**config.mk**
```make
export PLATFORM = sky130hd
export DESIGN_NAME = i2c_ctl_slave
export DESIGN_NICKNAME = d
export VERILOG_FILES = /design/src/rtl/i2c_ctl_pkg.sv /design/src/rtl/i2c_line_sync.sv /design/src/rtl/i2c_proto_fsm.sv /design/src/rtl/ctrl_reg_bank.sv /design/src/rtl/status_bytes.sv /design/src/rtl/i2c_ctl_slave.sv
export SDC_FILE = /design/constraint.sdc
export NUM_CORES = 1
export LEC_CHECK = 0
export ABC_CLOCK_PERIOD_IN_PS = 2500
export BUFFER_PORTS_ARGS = -buffer_cell sky130_fd_sc_hd__buf_2
export CORE_ASPECT_RATIO = 1.1
export CORE_MARGIN = 2
export CORE_UTILIZATION = 50
export CTS_BUF_LIST = sky130_fd_sc_hd__clkbuf_4
export DETAILED_ROUTE_END_ITERATION = 8
export PLACE_DENSITY = 0.85
export SLEW_MARGIN = 5
export SYNTH_ARGS = -nofsm -noshare
export SYNTH_HDL_FRONTEND = slang
export SYNTH_SLANG_ARGS = --single-unit
```
**constraint.sdc**
```tcl
create_clock -name clk -period 2.5 [get_ports clk]
set_clock_uncertainty 0.15 [all_clocks]
set_input_delay 0 -clock clk [delete_from_list [all_inputs] [get_ports clk]]
set_output_delay 0 -clock clk [all_outputs]
set_load 0.005 [all_outputs]
```
**src/rtl/i2c_ctl_pkg.sv**
```systemverilog
package i2c_ctl_pkg;
  localparam int BYTE_W = 8;

  typedef enum logic [2:0] {
    PH_IDLE,
    PH_RX,
    PH_ACK_WAIT,
    PH_ACK_DRIVE,
    PH_TX,
    PH_TX_ACK
  } phase_t;

  typedef enum logic [1:0] {
    BK_ADDR,
    BK_SUB,
    BK_DATA
  } byte_kind_t;
endpackage

```
**src/rtl/i2c_line_sync.sv**
```systemverilog
module i2c_line_sync (
  input  logic clk,
  input  logic rst,
  input  logic scl_i,
  input  logic sda_i,
  output logic sda_s,
  output logic scl_rise,
  output logic scl_fall,
  output logic start_det,
  output logic stop_det
);
  logic [1:0] scl_sync, sda_sync;
  logic       scl_d, sda_d;
  logic       scl_s;

  always_ff @(posedge clk) begin
    if (rst) begin
      scl_sync <= 2'b11;
      sda_sync <= 2'b11;
      scl_d    <= 1'b1;
      sda_d    <= 1'b1;
    end else begin
      scl_sync <= {scl_sync[0], scl_i};
      sda_sync <= {sda_sync[0], sda_i};
      scl_d    <= scl_sync[1];
      sda_d    <= sda_sync[1];
    end
  end

  assign scl_s     = scl_sync[1];
  assign sda_s     = sda_sync[1];
  assign scl_rise  = scl_s & ~scl_d;
  assign scl_fall  = ~scl_s & scl_d;
  // SDA moving while SCL stays high marks a bus condition
  assign start_det = scl_s & scl_d & sda_d & ~sda_s;
  assign stop_det  = scl_s & scl_d & ~sda_d & sda_s;
endmodule

```
**src/rtl/i2c_proto_fsm.sv**
```systemverilog
module i2c_proto_fsm
  import i2c_ctl_pkg::*;
#(
  parameter logic [6:0] DEV_ADDR = 7'h45,
  parameter int         NUM_STAT = 3,
  localparam int        IDXW     = $clog2(NUM_STAT + 1)
) (
  input  logic              clk,
  input  logic              rst,
  input  logic              sda_s,
  input  logic              scl_rise,
  input  logic              scl_fall,
  input  logic              start_det,
  input  logic              stop_det,
  input  logic [BYTE_W-1:0] tx_byte,
  output logic              sda_oe,
  output logic              wr_en,
  output logic [BYTE_W-1:0] wr_addr,
  output logic [BYTE_W-1:0] wr_data,
  output logic [IDXW-1:0]   rd_idx,
  output logic              rd_ack,
  output logic [IDXW-1:0]   ack_idx
);
  localparam logic [IDXW-1:0] IDX_SAT = IDXW'(NUM_STAT);

  phase_t            phase;
  byte_kind_t        kind;
  logic [2:0]        bit_cnt;
  logic [BYTE_W-1:0] rx_sh, tx_sh, ptr;
  logic              rw;
  logic [BYTE_W-1:0] rx_next;

  assign rx_next = {rx_sh[BYTE_W-2:0], sda_s};

  always_ff @(posedge clk) begin
    if (rst) begin
      phase   <= PH_IDLE;
      kind    <= BK_ADDR;
      bit_cnt <= '0;
      rx_sh   <= '0;
      tx_sh   <= '0;
      ptr     <= '0;
      rw      <= 1'b0;
      sda_oe  <= 1'b0;
      wr_en   <= 1'b0;
      wr_addr <= '0;
      wr_data <= '0;
      rd_idx  <= '0;
      rd_ack  <= 1'b0;
      ack_idx <= '0;
    end else begin
      wr_en  <= 1'b0;
      rd_ack <= 1'b0;
      if (stop_det) begin
        phase  <= PH_IDLE;
        sda_oe <= 1'b0;
      end else if (start_det) begin
        phase   <= PH_RX;
        kind    <= BK_ADDR;
        bit_cnt <= '0;
        sda_oe  <= 1'b0;
      end else begin
        unique case (phase)
          PH_IDLE: ;
          PH_RX: if (scl_rise) begin
            rx_sh   <= rx_next;
            bit_cnt <= bit_cnt + 3'd1;
            if (bit_cnt == 3'd7) begin
              unique case (kind)
                BK_ADDR: begin
                  if (rx_next[7:1] == DEV_ADDR) begin
                    rw     <= rx_next[0];
                    rd_idx <= '0;
                    phase  <= PH_ACK_WAIT;
                  end else begin
                    phase <= PH_IDLE;
                  end
                end
                BK_SUB: begin
                  ptr   <= rx_next;
                  phase <= PH_ACK_WAIT;
                end
                default: begin
                  wr_en   <= 1'b1;
                  wr_addr <= ptr;
                  wr_data <= rx_next;
                  ptr     <= ptr + 8'd1;
                  phase   <= PH_ACK_WAIT;
                end
              endcase
            end
          end
          PH_ACK_WAIT: if (scl_fall) begin
            sda_oe <= 1'b1;
            phase  <= PH_ACK_DRIVE;
          end
          PH_ACK_DRIVE: if (scl_fall) begin
            bit_cnt <= '0;
            if (kind == BK_ADDR && rw) begin
              tx_sh  <= tx_byte;
              sda_oe <= ~tx_byte[BYTE_W-1];
              phase  <= PH_TX;
            end else begin
              sda_oe <= 1'b0;
              phase  <= PH_RX;
              kind   <= (kind == BK_ADDR) ? BK_SUB : BK_DATA;
            end
          end
          PH_TX: if (scl_fall) begin
            if (bit_cnt == 3'd7) begin
              sda_oe <= 1'b0;
              phase  <= PH_TX_ACK;
            end else begin
              tx_sh   <= {tx_sh[BYTE_W-2:0], 1'b0};
              sda_oe  <= ~tx_sh[BYTE_W-2];
              bit_cnt <= bit_cnt + 3'd1;
            end
          end
          PH_TX_ACK: begin
            if (scl_rise) begin
              if (!sda_s) begin
                rd_ack  <= 1'b1;
                ack_idx <= rd_idx;
                if (rd_idx != IDX_SAT) rd_idx <= rd_idx + 1'b1;
              end else begin
                phase <= PH_IDLE;
              end
            end else if (scl_fall) begin
              tx_sh   <= tx_byte;
              sda_oe  <= ~tx_byte[BYTE_W-1];
              bit_cnt <= '0;
              phase   <= PH_TX;
            end
          end
          default: phase <= PH_IDLE;
        endcase
      end
    end
  end

  // a stop condition always leaves the line released
  assert_stop_release_R7: assert property (@(posedge clk) disable iff (rst)
    stop_det |=> !sda_oe);

  // a wrong device address never leads to a write strobe in the next cycle
  assert_foreign_addr_R1: assert property (@(posedge clk) disable iff (rst)
    (phase == PH_RX && kind == BK_ADDR && scl_rise && bit_cnt == 3'd7 &&
     rx_next[7:1] != DEV_ADDR) |=> (phase == PH_IDLE && !wr_en));
endmodule

```
**src/rtl/ctrl_reg_bank.sv**
```systemverilog
module ctrl_reg_bank
  import i2c_ctl_pkg::*;
#(
  parameter int  NUM_REGS = 27,
  localparam int AW       = $clog2(NUM_REGS)
) (
  input  logic                       clk,
  input  logic                       rst,
  input  logic                       wr_en,
  input  logic [BYTE_W-1:0]          wr_addr,
  input  logic [BYTE_W-1:0]          wr_data,
  output logic [NUM_REGS*BYTE_W-1:0] regs_flat,
  output logic                       all_written
);
  localparam logic [BYTE_W-1:0] LAST = BYTE_W'(NUM_REGS - 1);

  logic [BYTE_W-1:0]   regs [NUM_REGS];
  logic [NUM_REGS-1:0] written;
  logic                full_q;
  logic                in_range;

  assign in_range = (wr_addr <= LAST);

  always_ff @(posedge clk) begin
    if (rst) begin
      for (int i = 0; i < NUM_REGS; i++) regs[i] <= '0;
      written     <= '0;
      full_q      <= 1'b0;
      all_written <= 1'b0;
    end else begin
      if (wr_en && in_range) begin
        regs[wr_addr[AW-1:0]]    <= wr_data;
        written[wr_addr[AW-1:0]] <= 1'b1;
      end
      full_q      <= &written;
      all_written <= (&written) & ~full_q;
    end
  end

  for (genvar g = 0; g < NUM_REGS; g++) begin : g_flat
    assign regs_flat[g*BYTE_W +: BYTE_W] = regs[g];
  end

  // an in-range write lands in the addressed register
  assert_store_R2: assert property (@(posedge clk) disable iff (rst)
    (wr_en && in_range) |=> regs[$past(wr_addr[AW-1:0])] == $past(wr_data));

  // an out-of-range write touches nothing
  assert_discard_R3: assert property (@(posedge clk) disable iff (rst)
    (wr_en && !in_range) |=> $stable(regs_flat));

  // the completion strobe is a single clock wide
  assert_one_shot_R6: assert property (@(posedge clk) disable iff (rst)
    all_written |=> !all_written);

  // the strobe only follows a complete register set
  assert_strobe_full_R6: assert property (@(posedge clk) disable iff (rst)
    all_written |-> (&written));
endmodule

```
**src/rtl/status_bytes.sv**
```systemverilog
module status_bytes
  import i2c_ctl_pkg::*;
#(
  parameter int  NUM_STAT = 3,
  localparam int IDXW     = $clog2(NUM_STAT + 1)
) (
  input  logic              clk,
  input  logic              rst,
  input  logic [IDXW-1:0]   rd_idx,
  input  logic              rd_ack,
  input  logic [IDXW-1:0]   ack_idx,
  input  logic [6:0]        core_stat0,
  input  logic [5:0]        core_stat1,
  input  logic [7:0]        core_stat2,
  input  logic [1:0]        xtal_sel,
  output logic [BYTE_W-1:0] tx_byte
);
  logic por_q;

  always_ff @(posedge clk) begin
    if (rst)                          por_q <= 1'b1;
    else if (rd_ack && ack_idx == '0) por_q <= 1'b0;
  end

  always_comb begin
    unique case (rd_idx)
      IDXW'(0): tx_byte = {por_q, core_stat0};
      IDXW'(1): tx_byte = {core_stat1, xtal_sel};
      IDXW'(2): tx_byte = core_stat2;
      default:  tx_byte = 8'hFF;
    endcase
  end

  // the power flag only drops after byte 0 was acknowledged
  assert_por_clear_R5: assert property (@(posedge clk) disable iff (rst)
    $fell(por_q) |-> $past(rd_ack && ack_idx == '0));
endmodule

```
**src/rtl/i2c_ctl_slave.sv**
```systemverilog
module i2c_ctl_slave
  import i2c_ctl_pkg::*;
#(
  parameter logic [6:0] DEV_ADDR = 7'h45,
  parameter int         NUM_REGS = 27,
  parameter int         NUM_STAT = 3,
  localparam int        IDXW     = $clog2(NUM_STAT + 1)
) (
  input  logic                       clk,
  input  logic                       rst,
  input  logic                       scl_i,
  input  logic                       sda_i,
  output logic                       sda_oe,
  input  logic [6:0]                 core_stat0,
  input  logic [5:0]                 core_stat1,
  input  logic [7:0]                 core_stat2,
  output logic [NUM_REGS*BYTE_W-1:0] ctrl_regs,
  output logic                       all_written
);
  logic              sda_s, scl_rise, scl_fall, start_det, stop_det;
  logic              wr_en, rd_ack;
  logic [BYTE_W-1:0] wr_addr, wr_data, tx_byte;
  logic [IDXW-1:0]   rd_idx, ack_idx;

  i2c_line_sync i_sync (
    .clk(clk), .rst(rst), .scl_i(scl_i), .sda_i(sda_i),
    .sda_s(sda_s), .scl_rise(scl_rise), .scl_fall(scl_fall),
    .start_det(start_det), .stop_det(stop_det)
  );

  i2c_proto_fsm #(.DEV_ADDR(DEV_ADDR), .NUM_STAT(NUM_STAT)) i_fsm (
    .clk(clk), .rst(rst), .sda_s(sda_s), .scl_rise(scl_rise),
    .scl_fall(scl_fall), .start_det(start_det), .stop_det(stop_det),
    .tx_byte(tx_byte), .sda_oe(sda_oe), .wr_en(wr_en), .wr_addr(wr_addr),
    .wr_data(wr_data), .rd_idx(rd_idx), .rd_ack(rd_ack), .ack_idx(ack_idx)
  );

  ctrl_reg_bank #(.NUM_REGS(NUM_REGS)) i_bank (
    .clk(clk), .rst(rst), .wr_en(wr_en), .wr_addr(wr_addr),
    .wr_data(wr_data), .regs_flat(ctrl_regs), .all_written(all_written)
  );

  status_bytes #(.NUM_STAT(NUM_STAT)) i_stat (
    .clk(clk), .rst(rst), .rd_idx(rd_idx), .rd_ack(rd_ack),
    .ack_idx(ack_idx), .core_stat0(core_stat0), .core_stat1(core_stat1),
    .core_stat2(core_stat2), .xtal_sel(ctrl_regs[1:0]), .tx_byte(tx_byte)
  );
endmodule

```
; ---- After elaboration in Yosys (flattened, before gate mapping)
; Memory sizes are Yosys's and may differ from the RTL's.
; Index checks and enable logic that the tools add are counted.
[totals]
ff_bits = 90
ramBits = 216
n_memories = 1
[classes]
n_bitwise = 25
add_sub_neg = 3
mux = 63
n_reduce_logical = 33
n_eq_ne = 40
n_lt_le_gt_ge = 3
[mem_list]
columns = name, depth, word_bits, read_ports, rd_clocked_by_memory_dff, wr, line
row1 = i_bank.regs, 27, 8, 27, 0, 27, ctrl_reg_bank.sv:17  ; logic [BYTE_W-1:0] regs [NUM_REGS];
[ops]
columns = op, n
row1 = two-way mux 3 bit, 16
row2 = two-way mux 7 bit, 6
row3 = two-way mux 2 bit, 14
row4 = "inequality test 2 x 1 -> 1 bit, second input constant", 14
row5 = bitwise OR 27 bit, 1
row6 = AND reduction 27 bit, 1
row7 = AND reduction 9 bit, 3
row8 = one-hot mux 8 bit (3 select lines), 1
row9 = AND reduction 6 bit, 4
row10 = "inequality test 3 x 1 -> 1 bit, second input constant", 7
row11 = one-hot mux 7 bit (3 select lines), 1
row12 = one-hot mux 3 bit (6 select lines), 1
row13 = two-way mux 1 bit, 17
row14 = inverter 1 bit, 16
row15 = one-hot mux 8 bit (2 select lines), 1
row16 = one-hot mux 3 bit (4 select lines), 1
row17 = AND reduction 10 bit, 1
row18 = "equality test 3 bit, second input constant", 3
row19 = "adder 8 x 1 -> 8 bit, second input constant", 1
row20 = AND 1 bit, 8
row21 = "<= comparator 8 x 5 -> 1 bit, second input constant", 1
row22 = two-way mux 8 bit, 1
row23 = "inequality test 2 bit, second input constant", 4
row24 = AND reduction 4 bit, 2
row25 = 31 further kinds, 42

; ---- Depth between registers and ports, before layout
[depth]
depth_word = 7
depth_mapped = 10
depth_no_buf = 7

; ---- Hierarchy
; A second synthesis with hierarchy kept.
[unflattened]
cells_unflattened = 934
hier_area_um2 = 12723.5
[modules_own_cells]
columns = module, n_inst, seq_area_each_um2, area_per_inst_um2, cells_per_inst
row1 = ctrl_reg_bank, 1, 7066.8, 9506.6, 594
row2 = i2c_proto_fsm, 1, 1081.0, 2798.9, 301
row3 = status_bytes, 1, 20.0, 227.7, 23
row4 = i2c_line_sync, 1, 120.1, 190.2, 16

; ---- Least setup slack after synthesis
; Ideal clock, no wire load.
[synth_path]
path_type = reg-to-reg
from = register i_fsm.wr_addr[7]
to = memory i_bank.regs[9][0] (enable)
path_stages_with_launch = 6
period_less_slack_ns = 2.499
arrival_ns = 1.965
slack_ns = 0.001
cell_sequence = dfxtp_1 -> nor4_4 -> nand3_2 -> or3_1 -> buf_6 -> o21ai_0
[synth_rtl]
columns = item, line
row1 = start: declaration, i2c_proto_fsm.sv:18  ; output logic [BYTE_W-1:0] wr_addr,
row2 = start signal: assignment, i2c_proto_fsm.sv:85  ; wr_addr <= ptr;
row3 = end: declaration, ctrl_reg_bank.sv:17

; ---- Worst setup path after layout
[layout_path]
from = register i_fsm.phase[2]
to = register i_fsm.tx_sh[2]
[layout_via]
elab_chain_len = 3
elab_cells_between_ends = 12
cone_classes = 9 x eq/ne / 1 x mux / 2 x reduce/logical
[layout_lines]
columns = item, line
row1 = start: declaration, i2c_proto_fsm.sv:26  ; phase_t phase;
row2 = start signal: assignment, i2c_proto_fsm.sv:37  ; phase <= PH_IDLE;
row3 = start signal: assignment, i2c_proto_fsm.sv:55  ; phase <= PH_IDLE;
row4 = start signal: assignment, i2c_proto_fsm.sv:58  ; phase <= PH_RX;
row5 = equality test 3 bit or equality test 3 x 2 -> 1 bit (tied branches), i2c_proto_fsm.sv:63  ; unique case (phase)
row6 = "inequality test 2 bit (no line), or another cell as far along", n/a
row7 = AND reduction 9 bit (no line), n/a
row8 = end signal: assignment, i2c_proto_fsm.sv:100  ; tx_sh <= tx_byte;
row9 = end signal: assignment, i2c_proto_fsm.sv:114  ; tx_sh <= {tx_sh[BYTE_W-2:0], 1'b0};
row10 = end signal: assignment, i2c_proto_fsm.sv:129  ; tx_sh <= tx_byte;
row11 = end: declaration, i2c_proto_fsm.sv:29  ; logic [BYTE_W-1:0] rx_sh, tx_sh, ptr;
; Several ways; a longest one is shown, not always the timed one.
; A chain may end at the register's enable or synchronous reset.

==> run metrics <==
top post-synthesis cells by area edfxtp_1 53%, dfxtp_1 15%, and2_1 11%, nand2_1 1.9%, a21oi_1 1.8%; Clock Tree Buf Depth 3; DR vias/cell 5.25; clk sink count 306; antenna-violating nets left 0; Fin Setup TNS 0 ns; CP Launch Point i_fsm.phase[2]$_SDFFE_PP0P_; Cell variety after synth 58; syn avg cell area 12.7 sq um; share of cells above drive strength 1 33.3%; Die Area 25900 sq um; RSZ-0062 raised after global routing no; Starting Density 50.6%; Filler Cells Inserted 1842; largest net degree at the start of global routing 38; Port-buffer cells 242; share of the synthesized area in the top cell type 52.7%; reg-to-reg slack, setup 0.17 ns; GRT Util Overall 23.4%; CTS clk-pin slew, worst paths 0.06 ns; die height 169 microns; Boundary Pins 243; CTS buffer count 74; number of synthesized flops with an enable pin 216; max-cap viol count 0; Syn Nets 1008; final hold slack 0.171 ns; Synth Flop Type edfxtp_1; status completed; Setup crit end i_fsm.tx_sh[2]$_SDFFE_PP0P_; sequential element share of the synthesized area 67.3%; RePlAce Congestion 0.884; leakage power 0.00651 uW; first-pass GRT wire length 47.0 mm; max-slew violations 0; Seq cells post-synth 306; Hold Path Stages 6; reg2reg path depth 6; largest area contributor in the netlist edfxtp_1; std cell rows 60; fmax 429 MHz; number of global-route vias before repair 8649; worst slew pin tran 0.697 ns; CP max stage cell dfxtp_1; r2r endpoint i_fsm.tx_sh[2]$_SDFFE_PP0P_; fin nets 1350; via count of the routed design 8817; Wirelength per Cell 18.3 microns; Layout area overhead 24.2%; Worst path max stage delay 0.61 ns; CP endpoint kind flip-flop; Hold Fails Final Rpt 0; Required @ worst endpoint 2.94 ns; Chip Width 154 microns; htree depth 3; Pwr Density 661 nW/um^2; 1st-iter DRT viols 688; DRC violations left 0; crit path cell chain or3b_1 -> buf_4 -> nand3_1 -> dlygate4sd3_1 -> o211ai_1 -> a21oi_1; TritonCTS clock tree built; Tightest Hold Check Type in -> reg; Synth Instances 972; Clock Latency Late Sink 0.69 ns; Synth Warn # 0; async set or reset register ratio after synthesis 0%; CTS Root Cell clkbuf_4; fin crit share 93.2%; Cell Area, Synth 12300 sq um; overflow left after global routing 0; Crit Path Class reg -> reg; Worst VDD drop 0.269 mV; Final setup viols 0; CORE AREA 24300 sq um; critical path peak fanout 15; FF-to-FF Start i_fsm.phase[2]$_SDFFE_PP0P_; crit path launch type flip-flop; post-detail-place hpwl 20.7 mm; Total Wirelength 30.7 mm; Final min period 2.33 ns; initial antenna violation count 1; CP arrival 2.77 ns; DRT Pass-1 Iters 6; worst rel slew slack 53.5%
-- layer usage --
metal | vias to the layer above | wire length [microns] | global-route usage [%]
met4 | 0 | 1010 | 10.1
met1 | 4201 | 11400 | 27.1
li1 | 4161 | - | -
met2 | 382 | 16200 | 42.0
met5 | - | 0 | 0
met3 | 73 | 2140 | 4.81
-- synth_stat cells, types with 7 or more instances --
library cell,n
or2_2,22
a21oi_1,45
dfxtp_1,90
ha_1,11
o211ai_1,7
clkbuf_1,40
nor2_1,28
a21o_1,27
a211oi_1,7
nand3_1,17
o21ai_0,22
nand4_1,12
mux2i_1,17
and2_1,218
inv_1,10
nor2_4,8
nand2_1,62
edfxtp_1,216
nand2b_1,15
a22oi_1,8
nor3_1,20
-- power by group --
| group | internal (uW) | total (uW) | switching [uW] |
|---|---|---|---|
| Sequential | 5530 | 5580 | 45.9 |
| Combinational | 179 | 415 | 237 |
| Clock | 2190 | 4110 | 1920 |
-- worst min path at each step --
stage / startpoint / to
6_report: core_stat0[5] / i_fsm.tx_sh[5]$_SDFFE_PP0P_
3_5_place_dp: sda_i / i_sync.sda_sync[0]$_SDFF_PP1_
2_1_floorplan: scl_i / i_sync.scl_sync[0]$_SDFF_PP1_
4_1_cts: core_stat0[5] / i_fsm.tx_sh[5]$_SDFFE_PP0P_
5_1_grt: core_stat0[6] / i_fsm.tx_sh[6]$_SDFFE_PP0P_
3_3_place_gp: sda_i / i_sync.sda_sync[0]$_SDFF_PP1_
-- per-stage QoR --
stage	total power, uW	utilization, %	cell area, sq um	instances	worst slack, ns
CTS	10200	62.8	15300	1678	0.0789
global placement	6060	57.9	14100	1524	0.151
detailed placement	6080	57.9	14100	1524	0.130
finish	10100	62.9	15300	1680	0.170
global route	10500	62.9	15300	1680	0.0631
floorplan	5850	-	12300	972	0.00132
-- registers in the layout, indices dropped and copies added, names as in the netlist, 2 cells and up --
signal	count
i_bank.regs	216
i_bank.written	27
i_fsm.ack_idx	2
i_fsm.bit_cnt	3
i_fsm.kind	2
i_fsm.phase	3
i_fsm.ptr	8
i_fsm.rd_idx	2
i_fsm.rx_sh	7
i_fsm.tx_sh	7
i_fsm.wr_addr	8
i_fsm.wr_data	8
i_sync.scl_sync	2
i_sync.sda_sync	2
-- placed cells by master (no fill, tap or decap), drive strengths merged, types with 6 or more instances in the layout --
master and instances:
dfxtp 90, nor2 40, nand3 18, a21o 27, or2 23, edfxtp 216, a22oi 8, nand4 12
and2 218, nor2b 6, dlygate4sd3 24, a21oi 45, o21ai 22, clkbuf 108, clkinv 17, mux2i 17
nand2b 15, a211oi 7, o211ai 7, nand2 62, inv 12, buf 294, nor3 21, ha 11
-- worst max-delay path: cells and delay by family (launching register included) --
kind            cells  cell delay [ns]
buf+inv             2             0.78
flops               1             0.61
simple gates        2             0.52
compound gates      2             0.21
-- layout make-up --
type / instances / area, sq um / area share (%)
sequential: 306 / 8290 / 54.2
multi-input combinational: 604 / 3770 / 24.7
timing repair buffer: 318 / 1840 / 12.0
clock buffer: 108 / 811 / 5.30
tap: 310 / 388 / 2.54
clock inverter: 22 / 144 / 0.941
inverter: 10 / 37.5 / 0.245
antenna: 2 / 5.00 / 0.0327
-- cells by family (layout without fill, tap and decap cells) --
group	after synthesis	count (layout)	synth area share, %
compound gates	139	139	7.21
xor+xnor	2	2	0.142
simple gates	435	435	20.7
fa+ha+maj	11	11	1.12
mux	17	17	1.38
flops	306	306	67.3
other cells	0	2	0
buf+inv	62	458	2.14
-- timing repair --
action | in CTS | in global routing
hold buffers | 24 | 0
setup buffers | 0 | 0
hold endpoints to repair | 37 | 0
resized for setup | 0 | 4
endpoints found under the setup margin | 0 | 33
Note: power is estimated with default switching activity, not from simulation.
